===== config.mk =====
export PLATFORM = sky130hd
export DESIGN_NAME = rx_frame_engine
export DESIGN_NICKNAME = d
export VERILOG_FILES = /design/src/rtl/rxe_pkg.sv /design/src/rtl/rxe_sync.sv /design/src/rtl/rxe_deframer.sv /design/src/rtl/rxe_queue.sv /design/src/rtl/rx_frame_engine.sv
export SDC_FILE = /design/constraint.sdc
export NUM_CORES = 1
export LEC_CHECK = 0
export BUFFER_PORTS_ARGS = -buffer_cell sky130_fd_sc_hd__buf_4
export CAP_MARGIN = 40
export CORE_MARGIN = 4
export CORE_UTILIZATION = 35
export DETAILED_ROUTE_END_ITERATION = 12
export PLACE_DENSITY = 0.52
export SLEW_MARGIN = 40
export SYNTH_ARGS = -nofsm -noshare
export SYNTH_HDL_FRONTEND = slang
export SYNTH_SLANG_ARGS = --single-unit

===== constraint.sdc =====
create_clock -name clk -period 3.53 [get_ports clk]
set_input_delay 0.5295 -clock clk [delete_from_list [all_inputs] [get_ports clk]]
set_output_delay 0.5295 -clock clk [all_outputs]
set_load 0.03 [all_outputs]

===== src/rtl/rxe_pkg.sv =====
package rxe_pkg;

    localparam int DATA_W  = 8;
    localparam int ENTRY_W = DATA_W + 4;

    // character as produced by the deframer
    typedef struct packed {
        logic              be;
        logic              pe;
        logic              fe;
        logic [DATA_W-1:0] data;
    } rx_char_t;

    // queue entry, bit 11 down to bit 0: oe, be, pe, fe, data
    typedef struct packed {
        logic              oe;
        logic              be;
        logic              pe;
        logic              fe;
        logic [DATA_W-1:0] data;
    } rx_entry_t;

    typedef enum logic [2:0] {
        ST_IDLE,
        ST_START,
        ST_DATA,
        ST_PAR,
        ST_STOP,
        ST_MARK
    } rx_state_e;

    function automatic logic [3:0] wlen_bits(input logic [1:0] code);
        return 4'd5 + {2'b00, code};
    endfunction

    function automatic logic expected_parity(input logic [DATA_W-1:0] d,
                                             input logic even,
                                             input logic stick);
        if (stick)
            return ~even;
        return even ? (^d) : ~(^d);
    endfunction

endpackage


===== src/rtl/rxe_sync.sv =====
module rxe_sync #(
    parameter int STAGES = 2
) (
    input  logic clk,
    input  logic rst,
    input  logic din,
    output logic dout
);
    logic [STAGES-1:0] chain;

    generate
        if (STAGES == 1) begin : g_one
            always_ff @(posedge clk) begin
                if (rst) chain <= '1;
                else     chain <= din;
            end
        end else begin : g_many
            always_ff @(posedge clk) begin
                if (rst) chain <= '1;
                else     chain <= {chain[STAGES-2:0], din};
            end
        end
    endgenerate

    assign dout = chain[STAGES-1];
endmodule


===== src/rtl/rxe_deframer.sv =====
module rxe_deframer
    import rxe_pkg::*;
#(
    parameter int OVS = 16
) (
    input  logic       clk,
    input  logic       rst,
    input  logic       tick,
    input  logic       line,
    input  logic [1:0] wlen,
    input  logic       par_en,
    input  logic       par_even,
    input  logic       par_stick,
    input  logic       rx_en,
    output logic       chr_valid,
    output rx_char_t   chr
);
    localparam int CW = $clog2(OVS);
    localparam logic [CW-1:0] LAST = CW'(OVS - 1);
    localparam logic [CW-1:0] HALF = CW'(OVS / 2 - 1);

    rx_state_e         state;
    logic [CW-1:0]     ovs_cnt;
    logic [2:0]        bit_idx;
    logic [DATA_W-1:0] shreg;
    logic              all_low;
    logic              par_bit;
    logic [3:0]        lat_bits;
    logic              lat_pen;
    logic              lat_even;
    logic              lat_stick;

    always_ff @(posedge clk) begin
        if (rst) begin
            state     <= ST_IDLE;
            ovs_cnt   <= '0;
            bit_idx   <= '0;
            shreg     <= '0;
            all_low   <= 1'b0;
            par_bit   <= 1'b0;
            lat_bits  <= 4'd8;
            lat_pen   <= 1'b0;
            lat_even  <= 1'b0;
            lat_stick <= 1'b0;
            chr_valid <= 1'b0;
            chr       <= '0;
        end else begin
            chr_valid <= 1'b0;
            if (tick) begin
                case (state)
                    ST_IDLE: begin
                        if (rx_en && !line) begin
                            state   <= ST_START;
                            ovs_cnt <= '0;
                        end
                    end
                    ST_START: begin
                        if (ovs_cnt == HALF) begin
                            ovs_cnt <= '0;
                            if (line) begin
                                state <= ST_IDLE;
                            end else begin
                                state     <= ST_DATA;
                                bit_idx   <= '0;
                                shreg     <= '0;
                                all_low   <= 1'b1;
                                lat_bits  <= wlen_bits(wlen);
                                lat_pen   <= par_en;
                                lat_even  <= par_even;
                                lat_stick <= par_stick;
                            end
                        end else begin
                            ovs_cnt <= ovs_cnt + 1'b1;
                        end
                    end
                    ST_DATA: begin
                        if (ovs_cnt == LAST) begin
                            ovs_cnt        <= '0;
                            shreg[bit_idx] <= line;
                            if (line) all_low <= 1'b0;
                            if ({1'b0, bit_idx} == lat_bits - 4'd1)
                                state <= lat_pen ? ST_PAR : ST_STOP;
                            else
                                bit_idx <= bit_idx + 1'b1;
                        end else begin
                            ovs_cnt <= ovs_cnt + 1'b1;
                        end
                    end
                    ST_PAR: begin
                        if (ovs_cnt == LAST) begin
                            ovs_cnt <= '0;
                            par_bit <= line;
                            if (line) all_low <= 1'b0;
                            state   <= ST_STOP;
                        end else begin
                            ovs_cnt <= ovs_cnt + 1'b1;
                        end
                    end
                    ST_STOP: begin
                        if (ovs_cnt == LAST) begin
                            ovs_cnt   <= '0;
                            chr_valid <= 1'b1;
                            if (!line && all_low) begin
                                chr   <= '{be: 1'b1, pe: 1'b0, fe: 1'b0, data: '0};
                                state <= ST_MARK;
                            end else begin
                                chr.be   <= 1'b0;
                                chr.fe   <= ~line;
                                chr.pe   <= lat_pen &&
                                            (par_bit != expected_parity(shreg, lat_even, lat_stick));
                                chr.data <= shreg;
                                state    <= line ? ST_IDLE : ST_MARK;
                            end
                        end else begin
                            ovs_cnt <= ovs_cnt + 1'b1;
                        end
                    end
                    ST_MARK: begin
                        if (line) state <= ST_IDLE;
                    end
                    default: state <= ST_IDLE;
                endcase
            end
        end
    end

    // a break entry carries a zero character and no framing flag
    a_r6_break_zero: assert property (@(posedge clk) disable iff (rst)
        (chr_valid && chr.be) |-> (chr.data == '0 && !chr.fe && !chr.pe));

    // a low line keeps the receiver waiting for mark
    a_r5_mark_hold: assert property (@(posedge clk) disable iff (rst)
        (state == ST_MARK && tick && !line) |=> (state == ST_MARK));

    // a high line at mid start bit aborts the character
    a_r12_glitch_abort: assert property (@(posedge clk) disable iff (rst)
        (state == ST_START && tick && ovs_cnt == HALF && line) |=> (state == ST_IDLE));

    // no character starts while reception is disabled
    a_r11_idle_gate: assert property (@(posedge clk) disable iff (rst)
        (state == ST_IDLE && !rx_en) |=> (state == ST_IDLE));
endmodule


===== src/rtl/rxe_queue.sv =====
module rxe_queue
    import rxe_pkg::*;
#(
    parameter int DEPTH = 8
) (
    input  logic      clk,
    input  logic      rst,
    input  logic      fifo_en,
    input  logic      push,
    input  rx_char_t  push_chr,
    input  logic      pop,
    output rx_entry_t head,
    output logic      empty,
    output logic      full,
    output logic      ovr
);
    localparam int AW    = $clog2(DEPTH);
    localparam int CNT_W = AW + 1;

    rx_entry_t        mem [DEPTH];
    logic [AW-1:0]    wptr;
    logic [AW-1:0]    rptr;
    logic [CNT_W-1:0] count;
    logic [CNT_W-1:0] cap;
    logic             ovr_pend;
    logic             do_push;
    logic             do_pop;

    assign cap     = fifo_en ? CNT_W'(DEPTH) : CNT_W'(1);
    assign empty   = (count == '0);
    assign full    = (count >= cap);
    assign do_pop  = pop && !empty;
    assign do_push = push && !full;
    assign ovr     = push && full;
    assign head    = empty ? '0 : mem[rptr];

    always_ff @(posedge clk) begin
        if (do_push)
            mem[wptr] <= '{oe: ovr_pend, be: push_chr.be, pe: push_chr.pe,
                           fe: push_chr.fe, data: push_chr.data};
    end

    always_ff @(posedge clk) begin
        if (rst) begin
            wptr     <= '0;
            rptr     <= '0;
            count    <= '0;
            ovr_pend <= 1'b0;
        end else begin
            if (do_push) wptr <= wptr + 1'b1;
            if (do_pop)  rptr <= rptr + 1'b1;
            case ({do_push, do_pop})
                2'b10:   count <= count + 1'b1;
                2'b01:   count <= count - 1'b1;
                default: count <= count;
            endcase
            if (ovr)          ovr_pend <= 1'b1;
            else if (do_push) ovr_pend <= 1'b0;
        end
    end

    // a character arriving at a full queue leaves its contents alone
    a_r7_full_keeps: assert property (@(posedge clk) disable iff (rst)
        (push && full && !pop) |=> (count == $past(count) && wptr == $past(wptr)));

    // the holding register never grows past one entry
    a_r8_hold_one: assert property (@(posedge clk) disable iff (rst)
        (!fifo_en && !empty && push && !pop) |=> (count == $past(count)));

    // the entry stored after an overrun carries the overrun tag
    a_r7_tag_next: assert property (@(posedge clk) disable iff (rst)
        (ovr_pend && do_push) |=> mem[$past(wptr)].oe);
endmodule


===== src/rtl/rx_frame_engine.sv =====
module rx_frame_engine
    import rxe_pkg::*;
#(
    parameter int DEPTH       = 8,
    parameter int OVS         = 16,
    parameter int SYNC_STAGES = 2
) (
    input  logic               clk,
    input  logic               rst,
    input  logic               rxd,
    input  logic               baud_tick,
    input  logic [1:0]         cfg_wlen,
    input  logic               cfg_par_en,
    input  logic               cfg_par_even,
    input  logic               cfg_par_stick,
    input  logic               cfg_fifo_en,
    input  logic               cfg_rx_en,
    input  logic               rd_en,
    output logic [ENTRY_W-1:0] rd_data,
    output logic               rx_empty,
    output logic               rx_full,
    input  logic               stat_clr,
    output logic [3:0]         stat_flags
);
    logic      line_s;
    logic      chr_valid;
    rx_char_t  chr;
    rx_entry_t head;
    logic      ovr;
    logic      rd_pop;

    rxe_sync #(.STAGES(SYNC_STAGES)) i_sync (
        .clk  (clk),
        .rst  (rst),
        .din  (rxd),
        .dout (line_s)
    );

    rxe_deframer #(.OVS(OVS)) i_deframer (
        .clk       (clk),
        .rst       (rst),
        .tick      (baud_tick),
        .line      (line_s),
        .wlen      (cfg_wlen),
        .par_en    (cfg_par_en),
        .par_even  (cfg_par_even),
        .par_stick (cfg_par_stick),
        .rx_en     (cfg_rx_en),
        .chr_valid (chr_valid),
        .chr       (chr)
    );

    rxe_queue #(.DEPTH(DEPTH)) i_queue (
        .clk      (clk),
        .rst      (rst),
        .fifo_en  (cfg_fifo_en),
        .push     (chr_valid),
        .push_chr (chr),
        .pop      (rd_en),
        .head     (head),
        .empty    (rx_empty),
        .full     (rx_full),
        .ovr      (ovr)
    );

    assign rd_data = head;
    assign rd_pop  = rd_en && !rx_empty;

    always_ff @(posedge clk) begin
        if (rst) begin
            stat_flags <= '0;
        end else begin
            if (stat_clr) stat_flags <= '0;
            if (rd_pop)   stat_flags[2:0] <= {head.be, head.pe, head.fe};
            if (ovr)      stat_flags[3] <= 1'b1;
        end
    end

    // an empty queue presents a zero entry
    a_r9_empty_zero: assert property (@(posedge clk) disable iff (rst)
        rx_empty |-> (rd_data == '0));

    // a clear with no competing event leaves all flags low
    a_r10_clear: assert property (@(posedge clk) disable iff (rst)
        (stat_clr && !rd_pop && !ovr) |=> (stat_flags == 4'b0000));

    // the overrun flag holds until cleared
    a_r10_oe_sticky: assert property (@(posedge clk) disable iff (rst)
        (stat_flags[3] && !stat_clr) |=> stat_flags[3]);
endmodule


==> summary.md, run 1 <==
| Metric | Value |
|---|---|
| Outcome | `completed` |
| DIE WIDTH | `145.2 um` |
| Crit path required time | `3880 ps` |
| Part of the power in combinational logic | `1.2%` |
| RR Startpoint | `i_queue.count[0]` |
| Main combinational cell family by area after synthesis | `simple AND/OR/NAND/NOR gates` |
| Switch share | `20.64%` |
| Final worst setup slack | `390.7 ps` |
| Synth Instances | `510` |
| Worst setup EP type | `register` |
| Fillers | `1692` |
| End-of-flow core utilization | `42.13%` |
| CP bufs+invs | `2` |
| Type of the worst min-delay path | `input pin to register` |
| Pins Over Slew Limit | `0` |
| Unique cell type count in the Yosys netlist | `58` |
| RSZ-0062 raised after global routing | `no` |
| DIE AREA | `21080 sq um` |
| Post-synth top area cell | `edfxtp_1` |
| Post-Syn Area per Cell | `12.92 sq um` |
| Clk sinks | `155` |
| Post-synthesis xor/xnor area fraction | `3.020%` |
| Placeable Area | `18210 sq um` |
| Largest net degree at the start of global routing | `58` |
| DRC violations left | `0` |
| Drt via density | `5.093` |
| EDFF count, synth | `96` |
| Worst Tran Pin Value | `731.2 ps` |
| Max Cap Viol | `0` |
| Area delta synth->final | `16.45%` |
| Post-CTS setup buffer count | `0` |
| Pwr Total | `3.672 mW` |
| Multi-input gate area | `2380 sq um` |
| Synth Area in Simple Gates | `11.51%` |
| Clock power share | `46.9%` |
| Detailed Place HPWL | `8885 um` |
| Reg2Reg Depth | `12` |
| Final GP Congestion | `0.7363` |
| Top Usage Layer GRT | `met2` |
| Initial antenna violation count | `0` |
| Period utilization | `88.93%` |
| Mux cell area share after synthesis | `11.24%` |
| Place WS | `248.6 ps` |
| GRT met2 Usage | `22.51%` |
| Fin nets | `566` |
| Mapped cell area | `6588 sq um` |
| CTS Hold Bufs | `0` |
| Adder-cell share of the synthesized area | `2.089%` |
| Number of global-route vias before repair | `3956` |
| Relative slew slack | `51.25%` |
| Fin. Hold Viols | `0` |
| Site Rows | `49` |
| Starting DRT DRC Count | `212` |
| Register area share after synthesis | `61.69%` |
| Endpoints failing setup | `0` |
| Synthesized Nets | `534` |
| Post-CTS Resized | `0` |
| Via count | `3993` |
| Worst reg2reg setup slack | `390 ps` |
| Crit start category | `register` |
| Hold path endpoint | `i_sync.chain[0]` |
| PortBufs | `30` |
| Clk pin slew, worst setup/hold paths | `60 ps` |
| TritonCTS clock tree | `built` |
| Setup TNS Final | `0 ps` |
| Hold Startpoint | `rxd` |
| CP most frequent cell | `ha_1` |
| Met3 GRT Util | `3.617%` |
| IR drop worst, VDD | `0.0003400 V` |
| Synth Area in Compound Gates | `7.768%` |
| Max frequency | `318.5 MHz` |
| Post-synthesis register bit count | `155` |
| Flip-flop and latch area | `4065 sq um` |
| CP Cell Sequence | `inv_1 > ha_1 > or4b_1 > a211oi_2 > inv_2 > ha_1 > xor2_1 > ha_1 > a21oi_1 > xor2_1 > or3_1 > a21oi_1` |
| Reg2reg end | `i_queue.count[2]` |
| Setup CP Type | `register to register` |
| Initial Util | `36.18%` |
| Crit path from | `i_queue.count[0]` |
| Post-synth top flop | `edfxtp_1` |
| Clk_lat worst skew | `420 ps` |
| Flop pwr share | `51.9%` |
| First-pass DRT Iterations | `4` |
| Ports | `31` |
| Async SR Flop Fraction | `0%` |
| Clock buffer count from CTS | `17` |
| Fin crit period | `3139 ps` |
| Slowest stage delay, CP | `500 ps` |
| Die H | `145.2 um` |
| Top delay family on crit path | `simple AND/OR/NAND/NOR gates` |
| CP max FO | `7` |
| Yosys warnings | `0` |
| Global-route wire length before repair | `21590 um` |
| Root Buffer | `clkbuf_16` |
| Switching Power | `758.0 uW` |
| Met1 global-route usage | `16.05%` |
| ANT nets after route | `0` |
| Worst hold slack | `293.1 ps` |
| Grt ovf | `0` |
| Area contributors post-synth | `edfxtp_1, dfxtp_1, mux4_2` |
| Overall Global Routing Usage | `13.00%` |
| Static leakage | `2.685 nW` |
| Proportion of layout cells with a drive suffix above 1 | `20.90%` |
| DR WL/cell | `17.11 um` |
| CTS H-tree depth | `4` |
| Hold Path Cell Cnt | `2` |
| Max Root-Sink Buffers | `2` |
| Cell Pwr Density | `478.7 nW/um^2` |
| Slowest CP cell | `or4b_1` |
| Critical Path AT | `3480 ps` |
| Int Power | `2.914 mW` |
| Skew final | `6.591 ps` |
| WL final | `13420 um` |
| Top-area cell type share of the netlist area | `43.76%` |
| Antenna Cells | `0` |
[stage by stage]
stage	instance area [sq um]	std cells
after detailed placement	7108	752
after floorplan	6588	510
after global placement	7107	752
final	7671	784
after CTS	7671	784
after global routing	7671	784
[kinds of logic after synthesis]
logic type	count (synthesis)
xor+xnor	21
buf+inv	42
simple gates	154
compound gates	83
fa+ha+maj	11
flops	155
mux	44
[how the worst max path moves through the flow]
stage | to | slack, ps | cells past startpoint
global route | i_queue.count[2] | 180 | 12
detailed placement | i_queue.count[2] | 250 | 13
CTS | i_queue.count[2] | 360 | 12
floorplan | i_queue.mem[0][0] | 20 | 6
finish | i_queue.count[2] | 390 | 12
global placement | i_queue.count[2] | 350 | 13
[layout make-up]
type | instances | area share, %
Multi-Input combinational cell | 313 | 31.02
Tap cell | 229 | 3.735
Clock inverter | 13 | 1.566
Clock buffer | 19 | 5.774
Sequential cell | 155 | 52.99
Inverter | 13 | 0.6361
Timing Repair Buffer | 42 | 4.273
[cells in the mapped netlist, types with 7 or more instances]
library cell	instances
a21oi_1	38
a31oi_1	9
clkbuf_1	18
dfxtp_1	59
edfxtp_1	96
ha_1	11
inv_1	10
mux2i_1	20
mux4_2	24
nand2_1	32
nand2b_1	8
nor2_1	68
o21ai_1	12
xnor2_1	13
xor2_1	7
[sequential cells by signal, indices dropped and copies added (netlist names), 2 cells and up, named ones only]
| register | count |
|---|---|
| i_deframer.shreg | 8 |
| i_deframer.bit_idx | 3 |
| i_deframer.ovs_cnt | 4 |
| i_queue.count | 4 |
| i_deframer.lat_bits | 4 |
| i_queue.mem | 96 |
| i_queue.rptr | 3 |
| i_deframer.state | 3 |
| stat_flags | 4 |
| i_sync.chain | 2 |
| i_queue.wptr | 3 |
| i_deframer.chr | 11 |
[cells in the final DEF, fill, tap and decap left out, types with 4 or more instances in the layout]
master,instances
nand2b_1,8
nand3_1,5
a31oi_1,9
inv_1,10
mux2i_1,20
nor2_1,68
xnor2_1,13
a21oi_1,38
clkinv_2,4
nor2b_1,4
xor2_1,7
nand2_1,32
clkbuf_16,17
edfxtp_1,96
nor3_1,4
dfxtp_1,58
ha_1,11
buf_4,41
o21ai_1,12
mux4_2,24
[power by group through the flow]
stage | Clock, mW | Sequential (mW) | Combinational (mW)
after detailed placement | 0 | 1.95 | 0.0443
after global routing | 1.85 | 1.91 | 0.0488
after global placement | 0 | 1.95 | 0.0435
after CTS | 1.77 | 1.91 | 0.0445
after floorplan | 0 | 1.94 | 0.0295
final | 1.72 | 1.91 | 0.0438
[metal layers]
layer / share of wire, % / wire [um] / vias up
met5: 0 / 0 / -
met4: 1.1 / 143 / 0
met3: 3.4 / 459 / 10
met2: 51 / 6864 / 62
met1: 44 / 5949 / 1968
li1: - / - / 1953
Power figures use the tool's default switching activity.
==> inputs of run 2 (changes only) <==
--- a/config.mk
+++ b/config.mk
@@ -10,7 +10,8 @@
 export CORE_MARGIN = 4
 export CORE_UTILIZATION = 35
 export DETAILED_ROUTE_END_ITERATION = 12
-export PLACE_DENSITY = 0.52
+export GPL_ROUTABILITY_DRIVEN = 0
+export PLACE_DENSITY = 0.61
 export SLEW_MARGIN = 40
 export SYNTH_ARGS = -nofsm -noshare
 export SYNTH_HDL_FRONTEND = slang
==> run 2 against run 1 <==
Wire length decreased by 2.5%; flip-flop and latch count unchanged; worst hold slack got worse by 0.96 ps; clock power increased by 4%; power increased by 1.9%; core utilization increased by 0.12 points; clock skew increased by 1.8 ps; die area unchanged; setup slack got worse by 5.5 ps.
==> summary.md, run 2 (synthesized netlist as in run 1, its figures left out) <==
| Metric | Value |
|---|---|
| Via count | `4022` |
| Placeable Area | `18210 sq um` |
| Area delta synth->final | `16.79%` |
| Worst reg2reg setup slack | `390 ps` |
| Fillers | `1655` |
| RR Startpoint | `i_queue.count[0]` |
| Fin nets | `568` |
| Type of the worst min-delay path | `input pin to register` |
| CTS Hold Bufs | `0` |
| Clk_lat worst skew | `420 ps` |
| Crit path required time | `3870 ps` |
| Site Rows | `49` |
| Reg2Reg Depth | `12` |
| Proportion of layout cells with a drive suffix above 1 | `20.29%` |
| PortBufs | `30` |
| Top flop regs | `i_queue.mem x96, i_deframer.chr x11, i_deframer.shreg x8` |
| Post-CTS Resized | `0` |
| Setup TNS Final | `0 ps` |
| Period utilization | `89.09%` |
| TritonCTS clock tree | `built` |
| Max Cap Viol | `0` |
| Largest Register | `i_queue.mem` |
| Worst hold slack | `292.2 ps` |
| CTS H-tree depth | `4` |
| Skew final | `8.360 ps` |
| Overall Global Routing Usage | `13.00%` |
| Worst Tran Pin Value | `840.3 ps` |
| Root Buffer | `clkbuf_16` |
| Most common cell after layout, fill and taps aside | `edfxtp_1` |
| Ports | `31` |
| RSZ-0062 raised after global routing | `no` |
| Hold path endpoint | `i_sync.chain[0]` |
| Starting DRT DRC Count | `223` |
| Fin crit period | `3145 ps` |
| Clock buffer count from CTS | `17` |
| Global-route wire length before repair | `21690 um` |
| Max reg flops | `96` |
| Hold Path Cell Cnt | `2` |
| Endpoints failing setup | `0` |
| Hold Startpoint | `rxd` |
| ANT nets after route | `0` |
| Max frequency | `318.0 MHz` |
| Die H | `145.2 um` |
| WL final | `13080 um` |
| DRC violations left | `0` |
| Clk sinks | `155` |
| Setup CP Type | `register to register` |
| IR drop worst, VDD | `0.0003901 V` |
| Critical Path AT | `3490 ps` |
| DIE AREA | `21080 sq um` |
| Detailed Place HPWL | `8619 um` |
| Crit path from | `i_queue.count[0]` |
| Largest net degree at the start of global routing | `58` |
| Drt via density | `5.117` |
| Pins Over Slew Limit | `0` |
| Initial Util | `36.18%` |
| Outcome | `completed` |
| Relative slew slack | `43.90%` |
| Static leakage | `2.707 nW` |
| Multi-input gate area | `2370 sq um` |
| CP max FO | `7` |
| Clk pin slew, worst setup/hold paths | `60 ps` |
| First-pass DRT Iterations | `5` |
| DR WL/cell | `16.64 um` |
| Number of global-route vias before repair | `4165` |
| Crit start category | `register` |
| Antenna Cells | `0` |
| Worst setup EP type | `register` |
| DIE WIDTH | `145.2 um` |
| Post-CTS setup buffer count | `0` |
| Cell Pwr Density | `486.5 nW/um^2` |
| Max Root-Sink Buffers | `2` |
| Reg2reg end | `i_queue.count[2]` |
| Initial antenna violation count | `0` |
| Grt ovf | `0` |
| Commonest non-fill, non-tap cells in the layout | `edfxtp_1, nor2_1, dfxtp_1` |
| Fin. Hold Viols | `0` |
| Flip-flop and latch area | `4064 sq um` |
## run 2: worst max-delay path: stages (launching register included)
cell and delay (ps):
dfxtp_1 450, inv_1 70, ha_1 270, or4b_1 510, a211oi_2 290, inv_2 120, ha_1 270, xor2_1 170
ha_1 210, a21oi_1 150, xor2_1 100, or3_1 310, a21oi_1 140
## run 2: final cells by class
class / instances / share of cell area [%]
timing repair buffer: 44 / 4.293
clock inverter: 8 / 1.041
inverter: 13 / 0.6342
tap: 229 / 3.724
multi-input combinational: 313 / 30.80
clock buffer: 24 / 6.684
sequential: 155 / 52.82
## run 2: worst max path at each step
stage | cells past startpoint | slack (ps) | end
floorplan | 6 | 20 | i_queue.mem[0][0]
global placement | 13 | 350 | i_queue.count[2]
detailed placement | 13 | 210 | i_queue.count[2]
CTS | 12 | 350 | i_queue.count[2]
global route | 12 | 120 | i_queue.count[2]
finish | 12 | 390 | i_queue.count[2]
## run 2: per-layer routing
metal / track usage [%] / part of all wire (%) / up-vias
met5: 0 / 0 / -
met4: 4.416 / 1.2 / 0
met3: 3.461 / 3.7 / 15
met2: 21.69 / 50 / 69
met1: 16.51 / 45 / 1972
li1: - / - / 1966
## run 2: metrics by stage
stage          worst slack, ps  std cells  util [%]  total power, mW  instance area [sq um]
2_1_floorplan            23.59        510         -            1.972                   6588
3_3_place_gp             354.5        754     38.99            1.988                   7099
3_5_place_dp             211.8        754     38.99            1.989                   7099
4_1_cts                  351.5        786     42.25            3.790                   7694
5_1_grt                  122.3        786     42.25            3.872                   7694
6_report                 385.2        786     42.25            3.743                   7694
## run 2: where the power goes
part / internal (mW) / switching (mW)
Clock: 1.10 / 0.698
Combinational: 0.0176 / 0.0257
Sequential: 1.90 / 0.00423
